File: config.mk
export PLATFORM = sky130hd
export DESIGN_NAME = extint_ctrl
export DESIGN_NICKNAME = d
export VERILOG_FILES = /design/src/rtl/extint_pkg.sv /design/src/rtl/extint_sync.sv /design/src/rtl/extint_line.sv /design/src/rtl/extint_regs.sv /design/src/rtl/extint_ctrl.sv
export SDC_FILE = /design/constraint.sdc
export NUM_CORES = 1
export LEC_CHECK = 0
export CAP_MARGIN = 20
export CORE_ASPECT_RATIO = 1.25
export CORE_MARGIN = 10
export CORE_UTILIZATION = 58
export CTS_CLUSTER_SIZE = 40
export DETAILED_ROUTE_END_ITERATION = 8
export DONT_BUFFER_PORTS = 1
export PLACE_DENSITY = 0.76
export SLEW_MARGIN = 10
export SYNTH_ARGS = -nofsm -noshare
export SYNTH_HDL_FRONTEND = slang
export SYNTH_HIERARCHICAL = 1
export SYNTH_SLANG_ARGS = --single-unit
File: constraint.sdc
create_clock -name clk_i -period 11.8 [get_ports clk_i]
set_input_delay 0.59 -clock clk_i [delete_from_list [all_inputs] [get_ports clk_i]]
set_output_delay 0.59 -clock clk_i [all_outputs]
set_load 0.01 [all_outputs]
File: src/rtl/extint_pkg.sv
package extint_pkg;

  typedef logic [5:0] sense_t;

  // sense codes for one line
  localparam sense_t SNS_LOW  = 6'h01;
  localparam sense_t SNS_HIGH = 6'h02;
  localparam sense_t SNS_FALL = 6'h04;
  localparam sense_t SNS_RISE = 6'h08;
  localparam sense_t SNS_BOTH = 6'h0C;

  // byte offsets of the register file
  localparam int unsigned OFS_REQ   = 32'h000;
  localparam int unsigned OFS_ENCLR = 32'h004;
  localparam int unsigned OFS_ENSET = 32'h008;
  localparam int unsigned OFS_DET   = 32'h100;
  localparam int unsigned OFS_CFG   = 32'h180;

endpackage

File: src/rtl/extint_sync.sv
module extint_sync #(
  parameter int W      = 1,
  parameter int STAGES = 2
) (
  input  logic         clk_i,
  input  logic         rst_ni,
  input  logic [W-1:0] d_i,
  output logic [W-1:0] q_o
);

  logic [STAGES-1:0][W-1:0] chain_q;

  always_ff @(posedge clk_i or negedge rst_ni) begin
    if (!rst_ni) begin
      chain_q <= '0;
    end else begin
      chain_q[0] <= d_i;
      for (int s = 1; s < STAGES; s++) begin
        chain_q[s] <= chain_q[s-1];
      end
    end
  end

  assign q_o = chain_q[STAGES-1];

endmodule

File: src/rtl/extint_line.sv
module extint_line
  import extint_pkg::*;
(
  input  logic   clk_i,
  input  logic   rst_ni,
  input  logic   samp_i,
  input  logic   cfg_we_i,
  input  sense_t cfg_wdata_i,
  input  logic   det_clr_i,
  output sense_t cfg_o,
  output logic   det_o
);

  logic   prev_q;
  sense_t cfg_q;
  logic   det_q;
  logic   det_d;
  logic   det_upd;
  logic   hit;
  logic   rise;
  logic   fall;
  logic   valid_code;

  assign rise = samp_i & ~prev_q;
  assign fall = ~samp_i & prev_q;

  always_comb begin
    case (cfg_q)
      SNS_LOW:  hit = ~samp_i;
      SNS_HIGH: hit = samp_i;
      SNS_FALL: hit = fall;
      SNS_RISE: hit = rise;
      SNS_BOTH: hit = rise | fall;
      default:  hit = 1'b0;
    endcase
  end

  assign valid_code = (cfg_q == SNS_LOW) || (cfg_q == SNS_HIGH) ||
                      (cfg_q == SNS_FALL) || (cfg_q == SNS_RISE) ||
                      (cfg_q == SNS_BOTH);

  // an event outranks a clear arriving at the same edge
  assign det_d   = (det_q & ~det_clr_i) | hit;
  assign det_upd = hit | det_clr_i;

  always_ff @(posedge clk_i or negedge rst_ni) begin
    if (!rst_ni) prev_q <= 1'b0;
    else         prev_q <= samp_i;
  end

  always_ff @(posedge clk_i or negedge rst_ni) begin
    if (!rst_ni)       cfg_q <= '0;
    else if (cfg_we_i) cfg_q <= cfg_wdata_i;
  end

  always_ff @(posedge clk_i or negedge rst_ni) begin
    if (!rst_ni)      det_q <= 1'b0;
    else if (det_upd) det_q <= det_d;
  end

  assign cfg_o = cfg_q;
  assign det_o = det_q;

  // a detect bit only drops after a write-1 clear
  a_r5_fall_needs_clear: assert property (@(posedge clk_i) disable iff (!rst_ni)
    $fell(det_q) |-> $past(det_clr_i));

  // an unlisted code never raises detection
  a_r9_invalid_quiet: assert property (@(posedge clk_i) disable iff (!rst_ni)
    (!valid_code && !det_q) |=> !det_q);

  // active level keeps the bit set, whatever the clear does
  a_r8_level_rearm: assert property (@(posedge clk_i) disable iff (!rst_ni)
    (((cfg_q == SNS_HIGH) && samp_i) || ((cfg_q == SNS_LOW) && !samp_i)) |=> det_q);

  // a rising sample pair in rising mode sets the bit next edge
  a_r7_rise_sets: assert property (@(posedge clk_i) disable iff (!rst_ni)
    ((cfg_q == SNS_RISE) && samp_i && !prev_q) |=> det_q);

  // event beats a simultaneous clear
  a_r10_event_wins: assert property (@(posedge clk_i) disable iff (!rst_ni)
    (det_clr_i && (cfg_q == SNS_BOTH) && (samp_i != prev_q)) |=> det_q);

endmodule

File: src/rtl/extint_regs.sv
module extint_regs
  import extint_pkg::*;
#(
  parameter int N  = 32,
  parameter int AW = 12,
  parameter int DW = 32
) (
  input  logic               clk_i,
  input  logic               rst_ni,
  input  logic               bus_sel_i,
  input  logic               bus_wr_i,
  input  logic [AW-1:0]      bus_addr_i,
  input  logic [DW-1:0]      bus_wdata_i,
  output logic [DW-1:0]      bus_rdata_o,
  input  logic [N-1:0]       det_i,
  input  sense_t [N-1:0]     cfg_i,
  output logic [N-1:0]       en_o,
  output logic [N-1:0]       det_clr_o,
  output logic [N-1:0]       cfg_we_o,
  output sense_t             cfg_wdata_o
);

  localparam int IW = (N > 1) ? $clog2(N) : 1;
  localparam logic [AW-1:0] A_REQ     = AW'(OFS_REQ);
  localparam logic [AW-1:0] A_ENCLR   = AW'(OFS_ENCLR);
  localparam logic [AW-1:0] A_ENSET   = AW'(OFS_ENSET);
  localparam logic [AW-1:0] A_DET     = AW'(OFS_DET);
  localparam logic [AW-1:0] A_CFG     = AW'(OFS_CFG);
  localparam logic [AW-1:0] A_CFG_END = AW'(OFS_CFG + 4 * N);

  logic          wr_stb, rd_stb;
  logic          hit_req, hit_clr, hit_set, hit_det, hit_cfg;
  logic [AW-1:0] cfg_rel;
  logic [IW-1:0] cfg_idx;
  logic [N-1:0]  set_mask, clr_mask;
  logic [N-1:0]  en_q, en_d;
  logic          en_upd;
  logic [DW-1:0] rdata_q, rd_d;
  logic          unused_wdata;
  logic          unused_rel;

  assign wr_stb = bus_sel_i & bus_wr_i;
  assign rd_stb = bus_sel_i & ~bus_wr_i;

  assign hit_req = (bus_addr_i == A_REQ);
  assign hit_clr = (bus_addr_i == A_ENCLR);
  assign hit_set = (bus_addr_i == A_ENSET);
  assign hit_det = (bus_addr_i == A_DET);
  assign hit_cfg = (bus_addr_i >= A_CFG) && (bus_addr_i < A_CFG_END) &&
                   (bus_addr_i[1:0] == 2'b00);

  assign cfg_rel = bus_addr_i - A_CFG;
  assign cfg_idx = cfg_rel[IW+1:2];

  assign unused_wdata = ^bus_wdata_i;
  assign unused_rel   = ^cfg_rel;

  assign set_mask  = (wr_stb && hit_set) ? bus_wdata_i[N-1:0] : '0;
  assign clr_mask  = (wr_stb && hit_clr) ? bus_wdata_i[N-1:0] : '0;
  assign det_clr_o = (wr_stb && hit_det) ? bus_wdata_i[N-1:0] : '0;

  always_comb begin
    for (int i = 0; i < N; i++) begin
      cfg_we_o[i] = wr_stb && hit_cfg && (cfg_idx == IW'(i));
    end
  end
  assign cfg_wdata_o = bus_wdata_i[5:0];

  // enable mask next state
  assign en_d   = (en_q | set_mask) & ~clr_mask;
  assign en_upd = wr_stb & (hit_set | hit_clr);

  always_ff @(posedge clk_i or negedge rst_ni) begin
    if (!rst_ni)     en_q <= '0;
    else if (en_upd) en_q <= en_d;
  end

  // read mux
  always_comb begin
    rd_d = '0;
    if (hit_req) begin
      rd_d = DW'(det_i & en_q);
    end else if (hit_clr || hit_set) begin
      rd_d = DW'(en_q);
    end else if (hit_det) begin
      rd_d = DW'(det_i);
    end else if (hit_cfg) begin
      for (int i = 0; i < N; i++) begin
        if (cfg_idx == IW'(i)) rd_d = DW'(cfg_i[i]);
      end
    end
  end

  always_ff @(posedge clk_i or negedge rst_ni) begin
    if (!rst_ni)     rdata_q <= '0;
    else if (rd_stb) rdata_q <= rd_d;
  end

  assign en_o        = en_q;
  assign bus_rdata_o = rdata_q;

  // an enable bit rises only through the set offset
  a_r2_en_rise_src: assert property (@(posedge clk_i) disable iff (!rst_ni)
    (|(en_q & ~$past(en_q))) |-> $past(wr_stb && hit_set));

  // an enable bit falls only through the clear offset
  a_r3_en_fall_src: assert property (@(posedge clk_i) disable iff (!rst_ni)
    (|(~en_q & $past(en_q))) |-> $past(wr_stb && hit_clr));

  // read data holds without a read
  a_r12_rdata_hold: assert property (@(posedge clk_i) disable iff (!rst_ni)
    !$past(rd_stb) |-> $stable(rdata_q));

endmodule

File: src/rtl/extint_ctrl.sv
module extint_ctrl
  import extint_pkg::*;
#(
  parameter int N_LINES     = 32,
  parameter int ADDR_W      = 12,
  parameter int DATA_W      = 32,
  parameter int SYNC_STAGES = 2
) (
  input  logic                clk_i,
  input  logic                rst_ni,
  input  logic                bus_sel_i,
  input  logic                bus_wr_i,
  input  logic [ADDR_W-1:0]   bus_addr_i,
  input  logic [DATA_W-1:0]   bus_wdata_i,
  output logic [DATA_W-1:0]   bus_rdata_o,
  input  logic [N_LINES-1:0]  irq_pin_i,
  output logic [N_LINES-1:0]  irq_req_o
);

  logic [1:0]           rst_sync_q;
  logic                 rst_int_n;
  logic [N_LINES-1:0]   samp;
  logic [N_LINES-1:0]   det_all;
  logic [N_LINES-1:0]   en_all;
  logic [N_LINES-1:0]   det_clr;
  logic [N_LINES-1:0]   cfg_we;
  sense_t               cfg_wdata;
  sense_t [N_LINES-1:0] cfg_all;

  // reset: asserted at once, released on the second clock edge
  always_ff @(posedge clk_i or negedge rst_ni) begin
    if (!rst_ni) rst_sync_q <= '0;
    else         rst_sync_q <= {rst_sync_q[0], 1'b1};
  end
  assign rst_int_n = rst_sync_q[1];

  extint_sync #(
    .W      (N_LINES),
    .STAGES (SYNC_STAGES)
  ) i_pin_sync (
    .clk_i  (clk_i),
    .rst_ni (rst_int_n),
    .d_i    (irq_pin_i),
    .q_o    (samp)
  );

  for (genvar n = 0; n < N_LINES; n++) begin : g_line
    extint_line i_line (
      .clk_i       (clk_i),
      .rst_ni      (rst_int_n),
      .samp_i      (samp[n]),
      .cfg_we_i    (cfg_we[n]),
      .cfg_wdata_i (cfg_wdata),
      .det_clr_i   (det_clr[n]),
      .cfg_o       (cfg_all[n]),
      .det_o       (det_all[n])
    );
  end

  extint_regs #(
    .N  (N_LINES),
    .AW (ADDR_W),
    .DW (DATA_W)
  ) i_regs (
    .clk_i       (clk_i),
    .rst_ni      (rst_int_n),
    .bus_sel_i   (bus_sel_i),
    .bus_wr_i    (bus_wr_i),
    .bus_addr_i  (bus_addr_i),
    .bus_wdata_i (bus_wdata_i),
    .bus_rdata_o (bus_rdata_o),
    .det_i       (det_all),
    .cfg_i       (cfg_all),
    .en_o        (en_all),
    .det_clr_o   (det_clr),
    .cfg_we_o    (cfg_we),
    .cfg_wdata_o (cfg_wdata)
  );

  assign irq_req_o = det_all & en_all;

endmodule

==> qor.yml <==
viasPerCell: 6.58
cts.sinks: 386
worstHoldStart: "irq_pin_i[0]"
cts_resized: 0
r2r_setup_slack_ns: 8.94
synth_compound_area_share_pct: 16.4
instances_no_fill: 2384
drc_errors: 0
ios: 144
setup_violations: 0
start_util_pct: 58.5
grt_max_degree: 173
clockRootBuffer: "clkbuf_16"
fillCellCount: 2893
ys_seq_area_share_pct: 46.8
drive_gt1_share_pct: 18.6
multi_input_area_um2: 10000
yosysUniqueCellTypes: 74
dp_cells: 2311
vias: 15700
clock_latency_ns: 0.55
p_leak_nw: 9.94
fin_crit_ns: 3.33
outcome: "completed"
firstDrtPassIters: 6
n_antenna_cell: 0
report.final.slew_viol_count: 0
dp_hpwl_um: 40800
dieArea_um2: 43500
slew_headroom_pct: 23.9
syn_to_final_growth_pct: 6.92
wl_per_cell_um: 25.3
num-nets-final: 2025
slowest_stage: "nor3_1"
critical_path_arrival_ns: 3.76
skew_ns: 0.0194
num_rows: 77
rsz0062_at_grt: "false"
syn_area_um2: 20600
synth_top_cell_by_area: "dfrtp_1"
timing.rr.end: "g_line[29].i_line/det_o"
grt_pass1_vias: 16200
post_cts_buffers: 0
intPower_mw: 2.21
period_share_pct: 28.2
avgSynthCellArea_um2: 10.5
synthCells: 1964
async_flop_share_pct: 100
io_buffer_count: 0
p_clk_share_pct: 45.4
power_density_nw_per_um2: 131
cts_inserted_buffers: 41
ys_warn_count: 6
ctsHoldBuffers: 1
synth.ff_latch_count: 386
register_area_um2: 9660
synthSimpleGateAreaFrac_pct: 14.9
synth_mux_area_share_pct: 13.2
die_w_um: 189
grt-ovfl-total: 0
ff2ff_path_depth: 2
core_region_area_um2: 35300
switching_share_pct: 23.7
critPathRequiredTime_ns: 12.23
gp_congestion: 1.01
antenna_found_initial: 0
cts.clk_slew.worst_paths_ns: 0.06
cts_buffer_depth: 3
cpPeakStageDelay_ns: 0.95
worstPathCellList: "nor4_1, and4b_1, nand3_1, nor3_1, mux2_2"
synth_fa_ha_area_share_pct: 3.88
synthFlopType: "dfrtp_1"
drt_wl_total_um: 60400
min_path_cells: 0
holdPathEnd: "i_pin_sync/chain_q[0]"
grt_first_pass_wirelength_um: 94300
hp-class: "in2reg"
power_frac_comb_pct: 5.7
synth_area_leaders: "dfrtp_1 (47%), mux2_2 (11%), a21oi_1 (3.9%), ha_1 (3.9%), nand2_1 (2.8%)"
drtIter0Drc: 1435
synth_edf_count: 0
final_hold_viol_count: 0
die_h_um: 231
max_clock_freq_mhz: 300
timing.rr.start: "rst_sync_q[1]"
yosysTopAreaCellShare_pct: 46.8
tritoncts: "built"
track_usage_pct: 27.2
synth_top_family_by_area: "compound AO/OA/AOI/OAI gates"
switchingPower_uw: 688
syn-num-nets: 2108
start_kind: "primary input"
synth-xor-area-share_pct: 0
htree_levels: 2
worst-setup-path-type: "in2reg"
tns_ns: 0
end_kind: "register"
tightest_slew_ns: 1.14
cp_max_fo: 12
ir_drop_mv: 0.114
maxCapViolCount: 0
pwr-share-seq_pct: 48.9
ant_nets: 0
## through the flow
stage               hold WS [ns]  cell area, µm²  total power, mW  utilization [%]  setup WS [ns]
CTS                       0.0420           22000             2.92             62.5           8.54
detailed placement         0.294           20700             1.60             58.6           7.98
floorplan                  0.294           20600             1.57                -          0.245
global placement           0.294           20600             1.60             58.5           8.18
finish                    0.0612           22000             2.90             62.5           8.47
global route              0.0442           22000             2.99             62.5           8.33
## registers in the layout (all words and copies together) (netlist names)
signal	cells
g_line.i_line/det_o	32
i_pin_sync/chain_q	32
i_regs/bus_rdata_o	32
g_line.i_line/cfg_o	192
i_pin_sync/q_o	32
i_regs/en_o	32
g_line.i_line/prev_q	32
rst_sync_q	2
## cell usage in the layout (no fill, tap or decap), types with 6 or more instances in the layout
cell type  instances
a2111oi_2         32
a211oi_1           7
a21oi_1          162
a221oi_1           7
a22oi_1            8
a31oi_1           33
and2_1            68
buf_4              9
clkbuf_1           8
clkbuf_16         43
clkbuf_8           8
clkinv_2           7
dfrtp_1          385
ha_1              64
inv_1             72
mux2_2           199
mux2i_1           44
nand2_1          153
nand2b_1          70
nand3_1           21
nand3b_1           6
nand4_1           35
nor2_1            91
nor2b_1           42
nor3_1            30
o211ai_1           8
o21a_1            33
o21ai_0           72
o221a_2           33
o22ai_1           19
or3b_1            32
## worst max-delay path by stage
stage	from	endpoint	slack (ns)	cells after the start
after floorplan	rst_sync_q[1]	g_line[0].i_line/cfg_o[0]	0.25	0
after global placement	bus_addr_i[5]	g_line[15].i_line/det_o	8.18	8
after detailed placement	bus_addr_i[1]	g_line[19].i_line/cfg_o[1]	7.98	5
after CTS	bus_addr_i[1]	g_line[19].i_line/cfg_o[1]	8.54	5
after global routing	bus_addr_i[1]	g_line[9].i_line/cfg_o[5]	8.33	5
final	bus_addr_i[1]	g_line[19].i_line/cfg_o[0]	8.47	5
## final cells by class
type	instances	area share (%)
clock inverter	13	0.715
timing repair buffer	13	0.624
multi-input combinational	1366	45.4
sequential	386	43.8
clock buffer	59	5.52
tap	474	2.69
inverter	73	1.24
## cells in the mapped netlist, types with 35 or more instances
| library cell | n |
|---|---|
| and2_1 | 68 |
| clkbuf_1 | 78 |
| nand4_1 | 35 |
| mux2_2 | 199 |
| a21oi_1 | 162 |
| dfrtp_1 | 386 |
| mux2i_1 | 44 |
| o21ai_0 | 72 |
| nor2b_1 | 43 |
| nand2_1 | 153 |
| nor2_1 | 93 |
| buf_4 | 40 |
| nand2b_1 | 70 |
| inv_1 | 72 |
| ha_1 | 64 |
## cells by family (layout without fill, tap and decap cells)
kind of cell / Yosys count / after routing
AND/OR/NAND/NOR: 580 / 580
AO/OA/AOI/OAI: 476 / 476
flip-flops: 386 / 386
multiplexers: 245 / 245
buffers and inverters: 212 / 158
adder cells (fa/ha/maj): 64 / 64
other: 1 / 1
## per-layer routing
metal  vias up  share of wire (%)  global-route usage (%)
met1      7874                 38                    32.1
met2       677                 49                    46.3
met4         0                5.1                    13.7
met3       191                7.8                    5.75
met5         -                  0                       0
li1       6936                  -                       -
## worst max-delay path, delay by kind of cell
family / cells / cell delay (ns)
and+or+nand+nor: 4 / 2.75
muxes: 1 / 0.42
## power by group through the flow
stage / logic (mW) / clock network, mW / registers [mW]
floorplan: 0.137 / 0 / 1.43
global placement: 0.158 / 0 / 1.44
detailed placement: 0.163 / 0 / 1.44
CTS: 0.165 / 1.33 / 1.42
global route: 0.184 / 1.38 / 1.42
finish: 0.166 / 1.32 / 1.42
Note: power is estimated with default switching activity, not from simulation.
